File: src/rtl/uart_rx_pkg.sv
package uart_rx_pkg;
    typedef enum logic [1:0] {
        RX_WAIT,
        RX_START,
        RX_DATA,
        RX_STOP
    } rx_state_t;
endpackage

File: src/rtl/uart_rx_frame.sv
module uart_rx_frame
    import uart_rx_pkg::*;
#(
    parameter int OSR = 16
) (
    input  logic       clk,
    input  logic       rst_n,
    input  logic       tick,
    input  logic       rxd,
    input  logic       enable,
    input  logic       nine,
    output logic       char_done,
    output logic [8:0] char_data,
    output logic       quiet
);
    localparam int TW = $clog2(OSR);
    localparam logic [TW-1:0] MID  = TW'(OSR / 2 - 1);
    localparam logic [TW-1:0] LAST = TW'(OSR - 1);

    rx_state_t       state, nxt;
    logic [TW-1:0]   tcnt;
    logic [3:0]      bcnt;
    logic [8:0]      shreg;
    logic            rxd_prev;
    logic [3:0]      last_bit;

    assign last_bit = nine ? 4'd8 : 4'd7;
    assign quiet    = (state == RX_WAIT);

    // state register
    always_ff @(posedge clk or negedge rst_n) begin
        if (!rst_n) state <= RX_WAIT;
        else        state <= nxt;
    end

    // transitions
    always_comb begin
        nxt = state;
        if (!enable) begin
            nxt = RX_WAIT;
        end else if (tick) begin
            unique case (state)
                RX_WAIT:  if (!rxd && rxd_prev) nxt = RX_START;
                RX_START: if (tcnt == MID) nxt = rxd ? RX_WAIT : RX_DATA;
                RX_DATA:  if (tcnt == LAST && bcnt == last_bit) nxt = RX_STOP;
                RX_STOP:  if (tcnt == LAST) nxt = RX_WAIT;
            endcase
        end
    end

    // outputs and datapath
    always_ff @(posedge clk or negedge rst_n) begin
        if (!rst_n) begin
            tcnt      <= '0;
            bcnt      <= '0;
            shreg     <= '0;
            rxd_prev  <= 1'b1;
            char_done <= 1'b0;
            char_data <= '0;
        end else begin
            char_done <= 1'b0;
            if (tick) begin
                rxd_prev <= rxd;
                if (enable) begin
                    unique case (state)
                        RX_WAIT: tcnt <= TW'(1);
                        RX_START: begin
                            bcnt <= '0;
                            tcnt <= (tcnt == MID) ? '0 : tcnt + 1'b1;
                        end
                        RX_DATA: begin
                            if (tcnt == LAST) begin
                                tcnt  <= '0;
                                bcnt  <= bcnt + 1'b1;
                                shreg <= nine ? {rxd, shreg[8:1]}
                                              : {1'b0, rxd, shreg[7:1]};
                            end else begin
                                tcnt <= tcnt + 1'b1;
                            end
                        end
                        RX_STOP: begin
                            if (tcnt == LAST) begin
                                tcnt <= '0;
                                if (rxd) begin
                                    char_done <= 1'b1;
                                    char_data <= shreg;
                                end
                            end else begin
                                tcnt <= tcnt + 1'b1;
                            end
                        end
                    endcase
                end
            end
        end
    end
endmodule

File: src/rtl/uart_rx_idle.sv
module uart_rx_idle #(
    parameter int OSR = 16
) (
    input  logic clk,
    input  logic rst_n,
    input  logic tick,
    input  logic rxd,
    input  logic enable,
    input  logic nine,
    input  logic quiet,
    input  logic char_done,
    output logic idle_hit
);
    localparam int CW = $clog2(11 * OSR + 1);

    logic [CW-1:0] cnt;
    logic [CW-1:0] limit;
    logic          armed;

    assign limit = nine ? CW'(11 * OSR - 1) : CW'(10 * OSR - 1);

    always_ff @(posedge clk or negedge rst_n) begin
        if (!rst_n) begin
            cnt      <= '0;
            armed    <= 1'b0;
            idle_hit <= 1'b0;
        end else begin
            idle_hit <= 1'b0;
            if (!enable) begin
                cnt <= '0;
            end else if (char_done) begin
                armed <= 1'b1;
                cnt   <= '0;
            end else if (!quiet) begin
                cnt <= '0;
            end else if (tick) begin
                if (!rxd) begin
                    cnt <= '0;
                end else if (armed) begin
                    if (cnt == limit) begin
                        idle_hit <= 1'b1;
                        armed    <= 1'b0;
                        cnt      <= '0;
                    end else begin
                        cnt <= cnt + 1'b1;
                    end
                end
            end
        end
    end
endmodule

File: src/rtl/uart_rx_flags.sv
module uart_rx_flags (
    input  logic       clk,
    input  logic       rst_n,
    input  logic       port_en,
    input  logic       ctl_wr,
    input  logic       ctl_rx_en,
    input  logic       ctl_rie,
    input  logic       ctl_iie,
    input  logic       ctl_standby,
    input  logic       wake_sel,
    input  logic       nine,
    input  logic       char_done,
    input  logic [8:0] char_data,
    input  logic       idle_hit,
    input  logic       stat_rd,
    input  logic       data_rd,
    output logic       rx_enable,
    output logic       rie,
    output logic       iie,
    output logic       standby,
    output logic       rx_full,
    output logic       idle_flag,
    output logic [8:0] rx_data,
    output logic       irq
);
    logic addr_char, accept, wake_evt, stat_seen;

    assign addr_char = nine ? char_data[8] : char_data[7];
    assign accept    = char_done && rx_enable && (!standby || (wake_sel && addr_char));
    assign wake_evt  = standby && ((accept && wake_sel) || (idle_hit && !wake_sel));
    assign irq       = !standby && ((rie && rx_full) || (iie && idle_flag));

    always_ff @(posedge clk or negedge rst_n) begin
        if (!rst_n) begin
            rx_enable <= 1'b0;
            rie       <= 1'b0;
            iie       <= 1'b0;
            standby   <= 1'b0;
            rx_full   <= 1'b0;
            idle_flag <= 1'b0;
            stat_seen <= 1'b0;
            rx_data   <= '0;
        end else begin
            if (ctl_wr) begin
                rie <= ctl_rie;
                iie <= ctl_iie;
                if (port_en) rx_enable <= ctl_rx_en;
            end
            if (ctl_wr)        standby <= ctl_standby;
            else if (wake_evt) standby <= 1'b0;

            if (accept) begin
                rx_full <= 1'b1;
                rx_data <= char_data;
            end else if (data_rd) begin
                rx_full <= 1'b0;
            end

            if (idle_hit && !standby)        idle_flag <= 1'b1;
            else if (data_rd && stat_seen)   idle_flag <= 1'b0;

            if (stat_rd && idle_flag) stat_seen <= 1'b1;
            else if (data_rd)         stat_seen <= 1'b0;
        end
    end
endmodule

File: src/rtl/uart_rx_wake.sv
module uart_rx_wake #(
    parameter int OSR = 16
) (
    input  logic       clk,
    input  logic       rst_n,
    input  logic       tick16,
    input  logic       rxd,
    input  logic       nine_bit,
    input  logic       wake_sel,
    input  logic       port_en,
    input  logic       ctl_wr,
    input  logic       ctl_rx_en,
    input  logic       ctl_rie,
    input  logic       ctl_iie,
    input  logic       ctl_standby,
    input  logic       stat_rd,
    input  logic       data_rd,
    output logic [8:0] rx_data,
    output logic       rx_full,
    output logic       idle_flag,
    output logic       rx_enable,
    output logic       standby,
    output logic       irq
);
    logic       char_done, quiet, idle_hit;
    logic [8:0] char_data;
    logic       rie_q, iie_q;

    uart_rx_frame #(.OSR(OSR)) u_frame (
        .clk(clk), .rst_n(rst_n), .tick(tick16), .rxd(rxd),
        .enable(rx_enable), .nine(nine_bit),
        .char_done(char_done), .char_data(char_data), .quiet(quiet)
    );

    uart_rx_idle #(.OSR(OSR)) u_idle (
        .clk(clk), .rst_n(rst_n), .tick(tick16), .rxd(rxd),
        .enable(rx_enable), .nine(nine_bit), .quiet(quiet),
        .char_done(char_done), .idle_hit(idle_hit)
    );

    uart_rx_flags u_flags (
        .clk(clk), .rst_n(rst_n), .port_en(port_en), .ctl_wr(ctl_wr),
        .ctl_rx_en(ctl_rx_en), .ctl_rie(ctl_rie), .ctl_iie(ctl_iie),
        .ctl_standby(ctl_standby), .wake_sel(wake_sel), .nine(nine_bit),
        .char_done(char_done), .char_data(char_data), .idle_hit(idle_hit),
        .stat_rd(stat_rd), .data_rd(data_rd),
        .rx_enable(rx_enable), .rie(rie_q), .iie(iie_q), .standby(standby),
        .rx_full(rx_full), .idle_flag(idle_flag), .rx_data(rx_data), .irq(irq)
    );
endmodule

File: config.mk
export PLATFORM = sky130hd
export DESIGN_NAME = uart_rx_wake
export DESIGN_NICKNAME = d
export VERILOG_FILES = /design/src/rtl/uart_rx_pkg.sv /design/src/rtl/uart_rx_frame.sv /design/src/rtl/uart_rx_idle.sv /design/src/rtl/uart_rx_flags.sv /design/src/rtl/uart_rx_wake.sv
export SDC_FILE = /design/constraint.sdc
export NUM_CORES = 1
export LEC_CHECK = 0
export ABC_CLOCK_PERIOD_IN_PS = 2600
export BUFFER_PORTS_ARGS = -buffer_cell sky130_fd_sc_hd__buf_4
export CAP_MARGIN = 20
export CORE_MARGIN = 3
export CORE_UTILIZATION = 58
export DETAILED_ROUTE_END_ITERATION = 12
export GPL_TIMING_DRIVEN = 0
export HOLD_SLACK_MARGIN = 0.15
export PLACE_DENSITY = 0.79
export SYNTH_ARGS = -nofsm -noshare
export SYNTH_HDL_FRONTEND = slang
export SYNTH_SLANG_ARGS = --single-unit
File: constraint.sdc
create_clock -name clk -period 2.6 [get_ports clk]
set_clock_uncertainty 0.2 [all_clocks]
set_input_delay 0.39 -clock clk [delete_from_list [all_inputs] [get_ports clk]]
set_output_delay 0.39 -clock clk [all_outputs]
set_load 0.01 [all_outputs]
==> results of run 1 <==
-- final cells by class --
| type | instances | area [sq um] |
|---|---|---|
| tap | 50 | 62.6 |
| clock buffer | 5 | 68.8 |
| inverter | 10 | 37.5 |
| clock inverter | 3 | 21.3 |
| buffer | 13 | 81.3 |
| timing repair buffer | 38 | 315 |
| fill | 297 | 1090 |
| sequential | 56 | 1400 |
| multi-input combinational | 153 | 1120 |
-- per-stage QoR --
stage	setup WS [ns]	utilization [%]	area [sq um]	hold WS (ns)	cells
finish	0.343	73.9	3110	0.188	328
global route	0.178	73.9	3110	0.206	328
CTS	0.351	73.9	3110	0.177	328
floorplan	0.680	-	2640	-0.106	232
detailed placement	0.448	68.9	2900	0.271	308
global placement	0.477	68.9	2900	0.265	308
-- worst max-delay path: stages --
cell	delay (ns)
sky130_fd_sc_hd__dlygate4sd3_1	0.55
sky130_fd_sc_hd__buf_6	0.15
sky130_fd_sc_hd__or3b_1	0.37
sky130_fd_sc_hd__a2111o_1	0.48
sky130_fd_sc_hd__a21oi_4	0.28
sky130_fd_sc_hd__a21oi_2	0.05
-- cells in the mapped netlist (2+ instances only) --
cell	count	area (sq um)
sky130_fd_sc_hd__buf_2	8	40.0
sky130_fd_sc_hd__nand4_1	6	37.5
sky130_fd_sc_hd__buf_6	3	33.8
sky130_fd_sc_hd__nor3_1	3	15.0
sky130_fd_sc_hd__nand2_1	20	75.1
sky130_fd_sc_hd__a21oi_2	7	61.3
sky130_fd_sc_hd__dfrtp_1	55	1380
sky130_fd_sc_hd__o21ai_0	16	80.1
sky130_fd_sc_hd__a21oi_1	3	15.0
sky130_fd_sc_hd__or3_1	2	12.5
sky130_fd_sc_hd__ha_1	3	37.5
sky130_fd_sc_hd__clkbuf_1	2	7.51
sky130_fd_sc_hd__nand3b_1	2	15.0
sky130_fd_sc_hd__mux2_2	20	225
sky130_fd_sc_hd__mux2_1	10	113
sky130_fd_sc_hd__o211ai_1	2	15.0
sky130_fd_sc_hd__nand3_1	9	45.0
sky130_fd_sc_hd__inv_1	10	37.5
sky130_fd_sc_hd__o21ai_1	5	25.0
sky130_fd_sc_hd__or3_2	3	22.5
sky130_fd_sc_hd__and4b_1	2	20.0
sky130_fd_sc_hd__a22oi_1	2	15.0
sky130_fd_sc_hd__a31oi_1	2	12.5
sky130_fd_sc_hd__nor2_1	9	33.8
-- metal layers --
metal	vias to the layer above	global-route usage (%)	wire (microns)
met3	8	3.83	236
li1	942	-	-
met2	47	31.8	2200
met5	-	0	0
met4	0	7.65	76
met1	965	29.0	2440
-- worst max-delay path by stage --
stage	end	slack [ns]
after CTS	u_flags.standby$_DFFE_PN0P_	0.35
final	u_idle.cnt[5]$_DFFE_PN0P_	0.34
after detailed placement	u_frame.char_data[3]$_DFFE_PN0P_	0.45
after floorplan	u_frame.char_data[0]$_DFFE_PN0P_	0.68
after global routing	u_flags.standby$_DFFE_PN0P_	0.18
after global placement	u_frame.char_data[2]$_DFFE_PN0P_	0.48
-- layout by cell type, fill, tap and decap left out, types with 2 or more instances in the layout --
cell type / netlist / layout
sky130_fd_sc_hd__nor2_1: 9 / 9
sky130_fd_sc_hd__o211ai_1: 2 / 2
sky130_fd_sc_hd__buf_2: 8 / 8
sky130_fd_sc_hd__or3_1: 2 / 2
sky130_fd_sc_hd__nand4_1: 6 / 6
sky130_fd_sc_hd__inv_1: 10 / 10
sky130_fd_sc_hd__nand3_1: 9 / 9
sky130_fd_sc_hd__ha_1: 3 / 3
sky130_fd_sc_hd__o21ai_0: 16 / 16
sky130_fd_sc_hd__nor3_1: 3 / 3
sky130_fd_sc_hd__clkbuf_8: 0 / 5
sky130_fd_sc_hd__dlygate4sd3_1: 0 / 12
sky130_fd_sc_hd__a21oi_1: 3 / 3
sky130_fd_sc_hd__dfrtp_1: 55 / 55
sky130_fd_sc_hd__a22oi_1: 2 / 2
sky130_fd_sc_hd__buf_4: 0 / 26
sky130_fd_sc_hd__a21oi_2: 7 / 7
sky130_fd_sc_hd__or3_2: 3 / 3
sky130_fd_sc_hd__o21ai_1: 5 / 5
sky130_fd_sc_hd__clkbuf_1: 2 / 2
sky130_fd_sc_hd__nand3b_1: 2 / 2
sky130_fd_sc_hd__buf_6: 3 / 3
sky130_fd_sc_hd__nand2_1: 20 / 20
sky130_fd_sc_hd__a31oi_1: 2 / 2
sky130_fd_sc_hd__mux2_2: 20 / 20
sky130_fd_sc_hd__mux2_1: 10 / 10
sky130_fd_sc_hd__and4b_1: 2 / 2
-- state kept, by name, indices dropped and copies added (netlist names) --
signal	count
u_flags.idle_flag	1
u_flags.iie	1
u_flags.rie	1
u_flags.rx_data	9
u_flags.rx_enable	1
u_flags.rx_full	1
u_flags.standby	1
u_flags.stat_seen	1
u_frame.bcnt	4
u_frame.char_data	9
u_frame.char_done	1
u_frame.rxd_prev	1
u_frame.shreg	9
u_frame.state	2
u_frame.tcnt	4
u_idle.armed	1
u_idle.cnt	8
u_idle.idle_hit	1
-- logic make-up after synthesis --
logic type,count (synthesis),synth area share (%)
compound gates,53,14.3
mux,31,13.2
buf+inv,23,4.50
fa+ha+maj,3,1.42
flops,56,53.2
simple gates,66,13.4
-- power breakdown --
part | internal, W | switching, W
Sequential | 0.000901 | 0.0000312
Clock | 0.000192 | 0.000289
Combinational | 0.0000831 | 0.000101
==> flow_summary.toml, run 1 <==
[outcome]
outcome = "finished, final reports clean"

[layout]
drive_above_1_share_pct = 29.1
num_antenna_cells = 0
finish.net_count = 294
layout-area-overhead-vs-synth_pct = 17.7

[timing]
layout_worst_path_cycle_share_pct = 86.8
clock.fmax_ghz = 0.443
max_slew_margin_pct = 54.4
rsz_0062_raised_after_global_routing = "false"
aggregate_negative_setup_slack_ns = 0
final-hold-violation-count = 0
setup_viol = 0
worstMarginPinSlew_ns = 0.684
fin_crit_ns = 2.26
slew_violations = 0

[floorplanning]
floorplan.rows = 23
die_area_sq_um = 5390
initial_util_pct = 62.8
ioPinCount = 28
core_region_area_sq_um = 4200
die-width_microns = 73.5
fp.dieH_microns = 73.5

[global_route]
grt_overflow = 0
grt_pass1_vias = 1846
grt_first_pass_wirelength_microns = 8630
maximum_number_of_pins_on_one_net_before_global_route_repair = 57
antenna_violations_before_repair = 0
groute.usage.overall_pct = 20.6

[worst_hold_path]
holdCritPathClass = "in2reg"
holdPathEnd = "u_frame.shreg[8]$_DFFE_PN0P_"
hold_path_depth = 3
min_from = "rxd"

[clock_tree]
clock_insertion_delay_worst_skew_ns = 0.32
cts-htree-levels = 2
path_clk_slew_ns = 0.11
postCtsHoldBufs = 12
cts_root_buffer = "sky130_fd_sc_hd__clkbuf_8"
cts_buffer_depth = 2
cts.sinks = 56
post_cts.resized_instances = 0
cts_bufs_inserted = 5
cts_tree = "yes"
post-cts-setup-buffer-count = 0

[power_and_ir_drop]
vdd_ir_drop_max_mv = 0.318
total_power_w = 0.00160
p_per_area_nw_per_um2 = 514
p_leak_nw = 1.44

[yosys]
postSynth.topFlopCell = "sky130_fd_sc_hd__dfrtp_1"
synth-seq-area-share_pct = 53.2
yosysUniqueCellTypes = 52
synth_cells = 232
postSynth.asyncResetShare_pct = 100
synth_enable_flop_cells = 0
syn-cell-area_sq_um = 2640
syn_area_per_cell_sq_um = 11.4
synth.ff_latch_count = 56
yosysWarningCount = 0
syn_nets = 249

[routing]
viasPerCell = 5.98
firstDrtPassIters = 4
drt.antenna.violating_nets = 0
routed_wirelength_microns = 4960
vias = 1962
initialDrtViolationCount = 138
drc_errors = 0
routed_wire_length_per_instance_microns = 15.1

[worst_setup_path]
reg2regPathDepth = 7
critical_path_required_ns = 2.60
crit_path_start = "nine_bit"
worst-endpoint-arrival_ns = 2.26
r2r_setup_slk_ns = 0.41
worst_r2r_endpoint = "u_frame.char_data[3]$_DFFE_PN0P_"
crit_fanout = 7
reg2reg_from = "u_frame.tcnt[0]$_DFFE_PN0P_"
worstSetupPathType = "in2reg"
setup_crit_end_kind = "register"
setup.worst_path.start_class = "input pin"

[placement]
globalplace.congestion = 0.843
place.detailed.hpwl_microns = 3320
port-buffer-count = 26

[job]
cap_violations = 0
(Power assumes the default switching activity.)
==> inputs of run 2 (changes only) <==
==> constraint.sdc (replaced) <==
create_clock -name clk -period 2.6 [get_ports clk]
set_clock_uncertainty 0.2 [all_clocks]
set_input_delay 0.52 -clock clk [delete_from_list [all_inputs] [get_ports clk]]
set_output_delay 0.52 -clock clk [all_outputs]
set_load 0.01 [all_outputs]
==> run 2 against run 1 <==
  * Critical path type is now reg2reg
  * Total power shrank 1.1%
  * Sequential cell count unchanged
  * Utilization shrank 2.6 points
  * Critical path depth rose by 1
  * Cell count is 3.4% lower
  * Largest power group unchanged
  * Sequential share of layout area increased by 1.7 points
==> flow_summary.toml, run 2 (synthesized netlist as in run 1, its figures left out) <==
[timing]
setup_viol = 0
fin_crit_ns = 2.19
final-hold-violation-count = 0
aggregate_negative_setup_slack_ns = 0
worstMarginPinSlew_ns = 0.684
layout_worst_path_cycle_share_pct = 84.1
clock.fmax_ghz = 0.457
rsz_0062_raised_after_global_routing = "false"
max_slew_margin_pct = 54.4
slew_violations = 0

[worst_setup_path]
setup_crit_end_kind = "register"
critical_path_required_ns = 2.60
reg2reg_from = "u_frame.tcnt[0]$_DFFE_PN0P_"
crit_fanout = 10
reg2regPathDepth = 7
critPathTopFamily = "simple AND/OR/NAND/NOR gates"
worst_r2r_endpoint = "u_frame.char_data[3]$_DFFE_PN0P_"
worstPathCellList = "ha_1, buf_2, nand3_1, nor2_1, and3_1, buf_2, mux2_2"
r2r_setup_slk_ns = 0.41
timing.critical_path.slowest_stage_cell = "sky130_fd_sc_hd__dfrtp_1"
setup.worst_path.start_class = "register"
cp_slowest_stage_delay_ns = 0.41
worstSetupPathType = "reg2reg"
worstPathBufferInverterCount = 2
worst-endpoint-arrival_ns = 2.19
cp_common_cell = "sky130_fd_sc_hd__buf_2"

[floorplanning]
die_area_sq_um = 5390
ioPinCount = 28
die-width_microns = 73.5
floorplan.rows = 23
initial_util_pct = 62.8
fp.dieH_microns = 73.5
core_region_area_sq_um = 4200

[clock_tree]
clock_insertion_delay_worst_skew_ns = 0.32
cts.sinks = 56
cts-htree-levels = 2
cts_tree = "yes"
cts_root_buffer = "sky130_fd_sc_hd__clkbuf_8"
post-cts-setup-buffer-count = 0
postCtsHoldBufs = 1
cts_buffer_depth = 2
path_clk_slew_ns = 0.11
cts_bufs_inserted = 5
post_cts.resized_instances = 0

[routing]
viasPerCell = 5.96
drt.antenna.violating_nets = 0
routed_wire_length_per_instance_microns = 15.1
drc_errors = 0
initialDrtViolationCount = 136
routed_wirelength_microns = 4790
firstDrtPassIters = 4
vias = 1890

[worst_hold_path]
holdPathEnd = "u_flags.stat_seen$_DFFE_PN0P_"
holdCritPathClass = "in2reg"
hold_path_depth = 2
min_from = "data_rd"

[global_route]
antenna_violations_before_repair = 0
groute.usage.overall_pct = 20.1
grt_pass1_vias = 1795
maximum_number_of_pins_on_one_net_before_global_route_repair = 57
grt_overflow = 0
grt_first_pass_wirelength_microns = 8390

[layout]
reg.largest.list = "u_flags.rx_data: 9 flops, u_frame.char_data: 9 flops, u_frame.shreg: 9 flops"
layout-area-overhead-vs-synth_pct = 13.6
finish.net_count = 283
drive_above_1_share_pct = 30.3
layout.cells.most_common = "sky130_fd_sc_hd__dfrtp_1"
post_route_insts_no_fill = 317
post-route-util_pct = 71.3
final_cell_mix = "55 x sky130_fd_sc_hd__dfrtp_1, 26 x sky130_fd_sc_hd__buf_4, 20 x sky130_fd_sc_hd__nand2_1, 20 x sky130_fd_sc_hd__mux2_2, 16 x sky130_fd_sc_hd__o21ai_0"
num_antenna_cells = 0

[placement]
port-buffer-count = 26
dpl.cell_count = 308
place.detailed.hpwl_microns = 3320
globalplace.congestion = 0.843

[power_and_ir_drop]
p_leak_nw = 1.39
vdd_ir_drop_max_mv = 0.319
p_per_area_nw_per_um2 = 528

[outcome]
outcome = "finished, final reports clean"

[job]
cap_violations = 0
## run 2: cell types whose count changed in the layout (fill, tap and decap cells not counted), sizes merged
cell | previous run | this run
dlygate4sd3 | 12 | 1
## run 2: worst register-to-register path, cell delays in order, from the launching register on
cell and delay [ns]:
sky130_fd_sc_hd__dfrtp_1 0.41, sky130_fd_sc_hd__ha_1 0.16, sky130_fd_sc_hd__buf_2 0.17, sky130_fd_sc_hd__nand3_1 0.17
sky130_fd_sc_hd__nor2_1 0.18, sky130_fd_sc_hd__and3_1 0.17, sky130_fd_sc_hd__buf_2 0.25, sky130_fd_sc_hd__mux2_2 0.37
## run 2: layer usage
layer	track usage (%)	wire length [microns]	vias to the layer above
met2	30.6	2110	39
met1	28.4	2320	929
li1	-	-	914
met3	4.38	280	8
met5	0	0	-
met4	7.65	76	0
## run 2: report_power, final
part / switching, W / internal [W] / total, W / leakage [nW]
registers: 0.0000301 / 0.000901 / 0.000931 / 0.754
logic: 0.0000977 / 0.0000685 / 0.000166 / 0.592
clock network: 0.000291 / 0.000192 / 0.000483 / 0.0445
total: 0.000419 / 0.00116 / 0.00158 / 1.39
## run 2: stage by stage
| stage | cell area [sq um] | hold WS (ns) | setup slack [ns] | power (W) |
|---|---|---|---|---|
| after floorplan | 2640 | 0.0244 | 0.586 | 0.00104 |
| after global placement | 2900 | 0.265 | 0.477 | 0.00111 |
| after detailed placement | 2900 | 0.271 | 0.448 | 0.00111 |
| after CTS | 3000 | 0.186 | 0.430 | 0.00160 |
| after global routing | 3000 | 0.191 | 0.262 | 0.00166 |
| final | 3000 | 0.188 | 0.413 | 0.00158 |
## run 2: worst max-delay path by stage
stage | start | end | cells after the start
floorplan | nine_bit | u_idle.cnt[3]$_DFFE_PN0P_ | 5
global placement | nine_bit | u_idle.cnt[7]$_DFFE_PN0P_ | 5
detailed placement | u_frame.tcnt[0]$_DFFE_PN0P_ | u_frame.char_data[3]$_DFFE_PN0P_ | 7
CTS | u_frame.tcnt[0]$_DFFE_PN0P_ | u_frame.char_data[3]$_DFFE_PN0P_ | 7
global route | u_frame.tcnt[0]$_DFFE_PN0P_ | u_frame.char_data[1]$_DFFE_PN0P_ | 7
finish | u_frame.tcnt[0]$_DFFE_PN0P_ | u_frame.char_data[3]$_DFFE_PN0P_ | 7
## run 2: cell type report
class,instances,area [sq um]
buffer,13,81.3
fill,309,1200
clock buffer,5,68.8
tap,50,62.6
inverter,10,37.5
sequential,56,1400
clock inverter,3,21.3
timing repair buffer,27,205
multi-input combinational,153,1120
==> inputs of run 3 (changes only) <==
--- a/config.mk
+++ b/config.mk
@@ -5,7 +5,7 @@
 export SDC_FILE = /design/constraint.sdc
 export NUM_CORES = 1
 export LEC_CHECK = 0
-export ABC_CLOCK_PERIOD_IN_PS = 2600
+export ABC_CLOCK_PERIOD_IN_PS = 2200
 export BUFFER_PORTS_ARGS = -buffer_cell sky130_fd_sc_hd__buf_4
 export CAP_MARGIN = 20
 export CORE_MARGIN = 3
==> constraint.sdc (replaced) <==
create_clock -name clk -period 2.2 [get_ports clk]
set_clock_uncertainty 0.2 [all_clocks]
set_input_delay 0.44 -clock clk [delete_from_list [all_inputs] [get_ports clk]]
set_output_delay 0.44 -clock clk [all_outputs]
set_load 0.01 [all_outputs]
==> run 3 against run 2 <==
  * Largest power group unchanged
  * Largest cell class unchanged
  * Sequential share of layout area fell by 1.2 points
  * Wire length up 3.4%
  * Via count rose by 1.5%
  * Sequential power rose by 18%
  * Highest routed layer unchanged
  * First-iteration DRC count down 6.6%
  * Critical endpoint unchanged
  * Combinational power rose by 27%
  * Sequential cell count unchanged
  * Non-clock buffer count grew 6
==> flow_summary.toml, run 3 (synthesized netlist as in run 1, its figures left out) <==
[outcome]
outcome = "finished, final reports clean"

[floorplanning]
ioPinCount = 28
core_region_area_sq_um = 4200
fp.dieH_microns = 73.5
die_area_sq_um = 5390
floorplan.rows = 23
die-width_microns = 73.5
initial_util_pct = 62.8

[global_route]
grt_busiest_layer = "met2"
fraction_of_met2_tracks_used_by_global_routing_pct = 32.1
gr-usage-met3_pct = 4.38
antenna_violations_before_repair = 0
grt_overflow = 0
maximum_number_of_pins_on_one_net_before_global_route_repair = 57
groute.usage.overall_pct = 20.6
grt_pass1_vias = 1849
global_route.usage.met1_pct = 28.6
grt_first_pass_wirelength_microns = 8600

[job]
cap_violations = 0

[clock_tree]
cts_tree = "yes"
cts-htree-levels = 2
path_clk_slew_ns = 0.10
cts_root_buffer = "sky130_fd_sc_hd__clkbuf_8"
cts_buffer_depth = 2
cts_bufs_inserted = 5
clock_insertion_delay_worst_skew_ns = 0.32
post-cts-setup-buffer-count = 0
cts.sinks = 56

[layout]
num_antenna_cells = 0
post_route_insts_no_fill = 323
ff_latch_area_sq_um = 1400
reg.largest.list = "u_flags.rx_data: 9 flops, u_frame.char_data: 9 flops, u_frame.shreg: 9 flops"
final_cell_mix = "55 x sky130_fd_sc_hd__dfrtp_1, 26 x sky130_fd_sc_hd__buf_4, 20 x sky130_fd_sc_hd__nand2_1, 20 x sky130_fd_sc_hd__mux2_2, 16 x sky130_fd_sc_hd__o21ai_0"
drive_above_1_share_pct = 30.8
finish.net_count = 289
layout-area-overhead-vs-synth_pct = 16.5
area_occupied_by_multi_input_gates_sq_um = 1130
final.fill_count = 301
post-route-util_pct = 73.2
layout.cells.most_common = "sky130_fd_sc_hd__dfrtp_1"
postLayoutCellArea_sq_um = 3070

[timing]
rsz_0062_raised_after_global_routing = "false"
max_slew_margin_pct = 54.8
slew_violations = 0
worstMarginPinSlew_ns = 0.678
layout_worst_path_cycle_share_pct = 95.3
aggregate_negative_setup_slack_ns = 0
clock.fmax_ghz = 0.477
fin_crit_ns = 2.10
final-hold-violation-count = 0
setup_viol = 0

[worst_setup_path]
timing.critical_path.slowest_stage_cell = "sky130_fd_sc_hd__dfrtp_1"
setup.worst_path.start_class = "register"
worst-endpoint-arrival_ns = 2.10
critical_path_required_ns = 2.20
critPathTopFamily = "simple AND/OR/NAND/NOR gates"
setup_crit_end_kind = "register"
worstSetupPathType = "reg2reg"
cp_slowest_stage_delay_ns = 0.41
crit_fanout = 10
worstPathCellList = "ha_1, buf_2, nand3_2, nor2_2, and3_1, clkbuf_4, mux2_2"
worstPathBufferInverterCount = 2

[routing]
initialDrtViolationCount = 127
firstDrtPassIters = 4
vias = 1918
drt.antenna.violating_nets = 0
drc_errors = 0
routed_wire_length_per_instance_microns = 15.3
viasPerCell = 5.94
routed_wirelength_microns = 4950

[worst_hold_path]
holdCritPathClass = "in2reg"

[power_and_ir_drop]
p_leak_nw = 1.42
p_per_area_nw_per_um2 = 612
vdd_ir_drop_max_mv = 0.376

[placement]
port-buffer-count = 26
place_area_sq_um = 2900
place.detailed.hpwl_microns = 3320
dpl.cell_count = 308
globalplace.congestion = 0.843
[run 3: cell types whose count changed in the layout (fill, tap and decap cells not counted), sizes merged]
cell,before,now
dlygate4sd3,1,7
buf,37,35
clkbuf,7,9
[run 3: through the flow]
step	hold slack (ns)	power [W]	worst slack, ns
detailed placement	0.271	0.00132	0.0484
floorplan	-0.0556	0.00123	0.266
CTS	0.151	0.00190	0.0304
global route	0.163	0.00197	0.0000595
global placement	0.265	0.00131	0.0772
finish	0.160	0.00188	0.104
[run 3: final timing paths]
| path | from | end | slack (ns) | cells past startpoint |
|---|---|---|---|---|
| max | u_frame.tcnt[0]$_DFFE_PN0P_ | u_frame.char_data[3]$_DFFE_PN0P_ | 0.10 | 7 |
| min | ctl_rx_en | u_flags.rx_enable$_DFFE_PN0P_ | 0.16 | 2 |
| max reg2reg | u_frame.tcnt[0]$_DFFE_PN0P_ | u_frame.char_data[3]$_DFFE_PN0P_ | 0.10 | 7 |
| min reg2reg | u_frame.char_data[2]$_DFFE_PN0P_ | u_flags.rx_data[2]$_DFFE_PN0N_ | 0.29 | 1 |
| max in group asynchronous | rst_n | u_frame.tcnt[0]$_DFFE_PN0P_ | 0.84 | 2 |
| min in group asynchronous | rst_n | u_idle.cnt[3]$_DFFE_PN0P_ | 0.51 | 2 |
[run 3: routing by layer]
layer  vias to the layer above  wire [microns]
met5                         -               0
met4                         0              95
met3                        10             231
met2                        41            2240
met1                       941            2390
li1                        926               -
[run 3: cell type report]
| type | instances | area share [%] |
|---|---|---|
| flip-flops and latches | 56 | 45.6 |
| multi-input cells | 153 | 36.8 |
| repair buffers | 33 | 8.63 |
| plain buffers | 13 | 2.81 |
| clock buffers | 5 | 2.24 |
| well taps | 50 | 2.04 |
| inverters | 10 | 1.22 |
| clock inverters | 3 | 0.692 |
[run 3: timing repair]
item / CTS / global route
endpoints found under the setup margin: 0 / 15
hold buffers: 7 / 0
gates resized for setup: 0 / 5
endpoints found under the hold margin: 60 / 0
[run 3: worst register-to-register path: stages, from the launching register on]
cell and delay, ns:
sky130_fd_sc_hd__dfrtp_1 0.41, sky130_fd_sc_hd__ha_1 0.16, sky130_fd_sc_hd__buf_2 0.18, sky130_fd_sc_hd__nand3_2 0.15, sky130_fd_sc_hd__nor2_2 0.14, sky130_fd_sc_hd__and3_1 0.17
sky130_fd_sc_hd__clkbuf_4 0.22, sky130_fd_sc_hd__mux2_2 0.36
[run 3: power breakdown]
group	leakage (nW)	internal [W]	switching [W]
Combinational	0.619	0.0000903	0.000121
Sequential	0.754	0.00107	0.0000358
Clock	0.0445	0.000227	0.000343
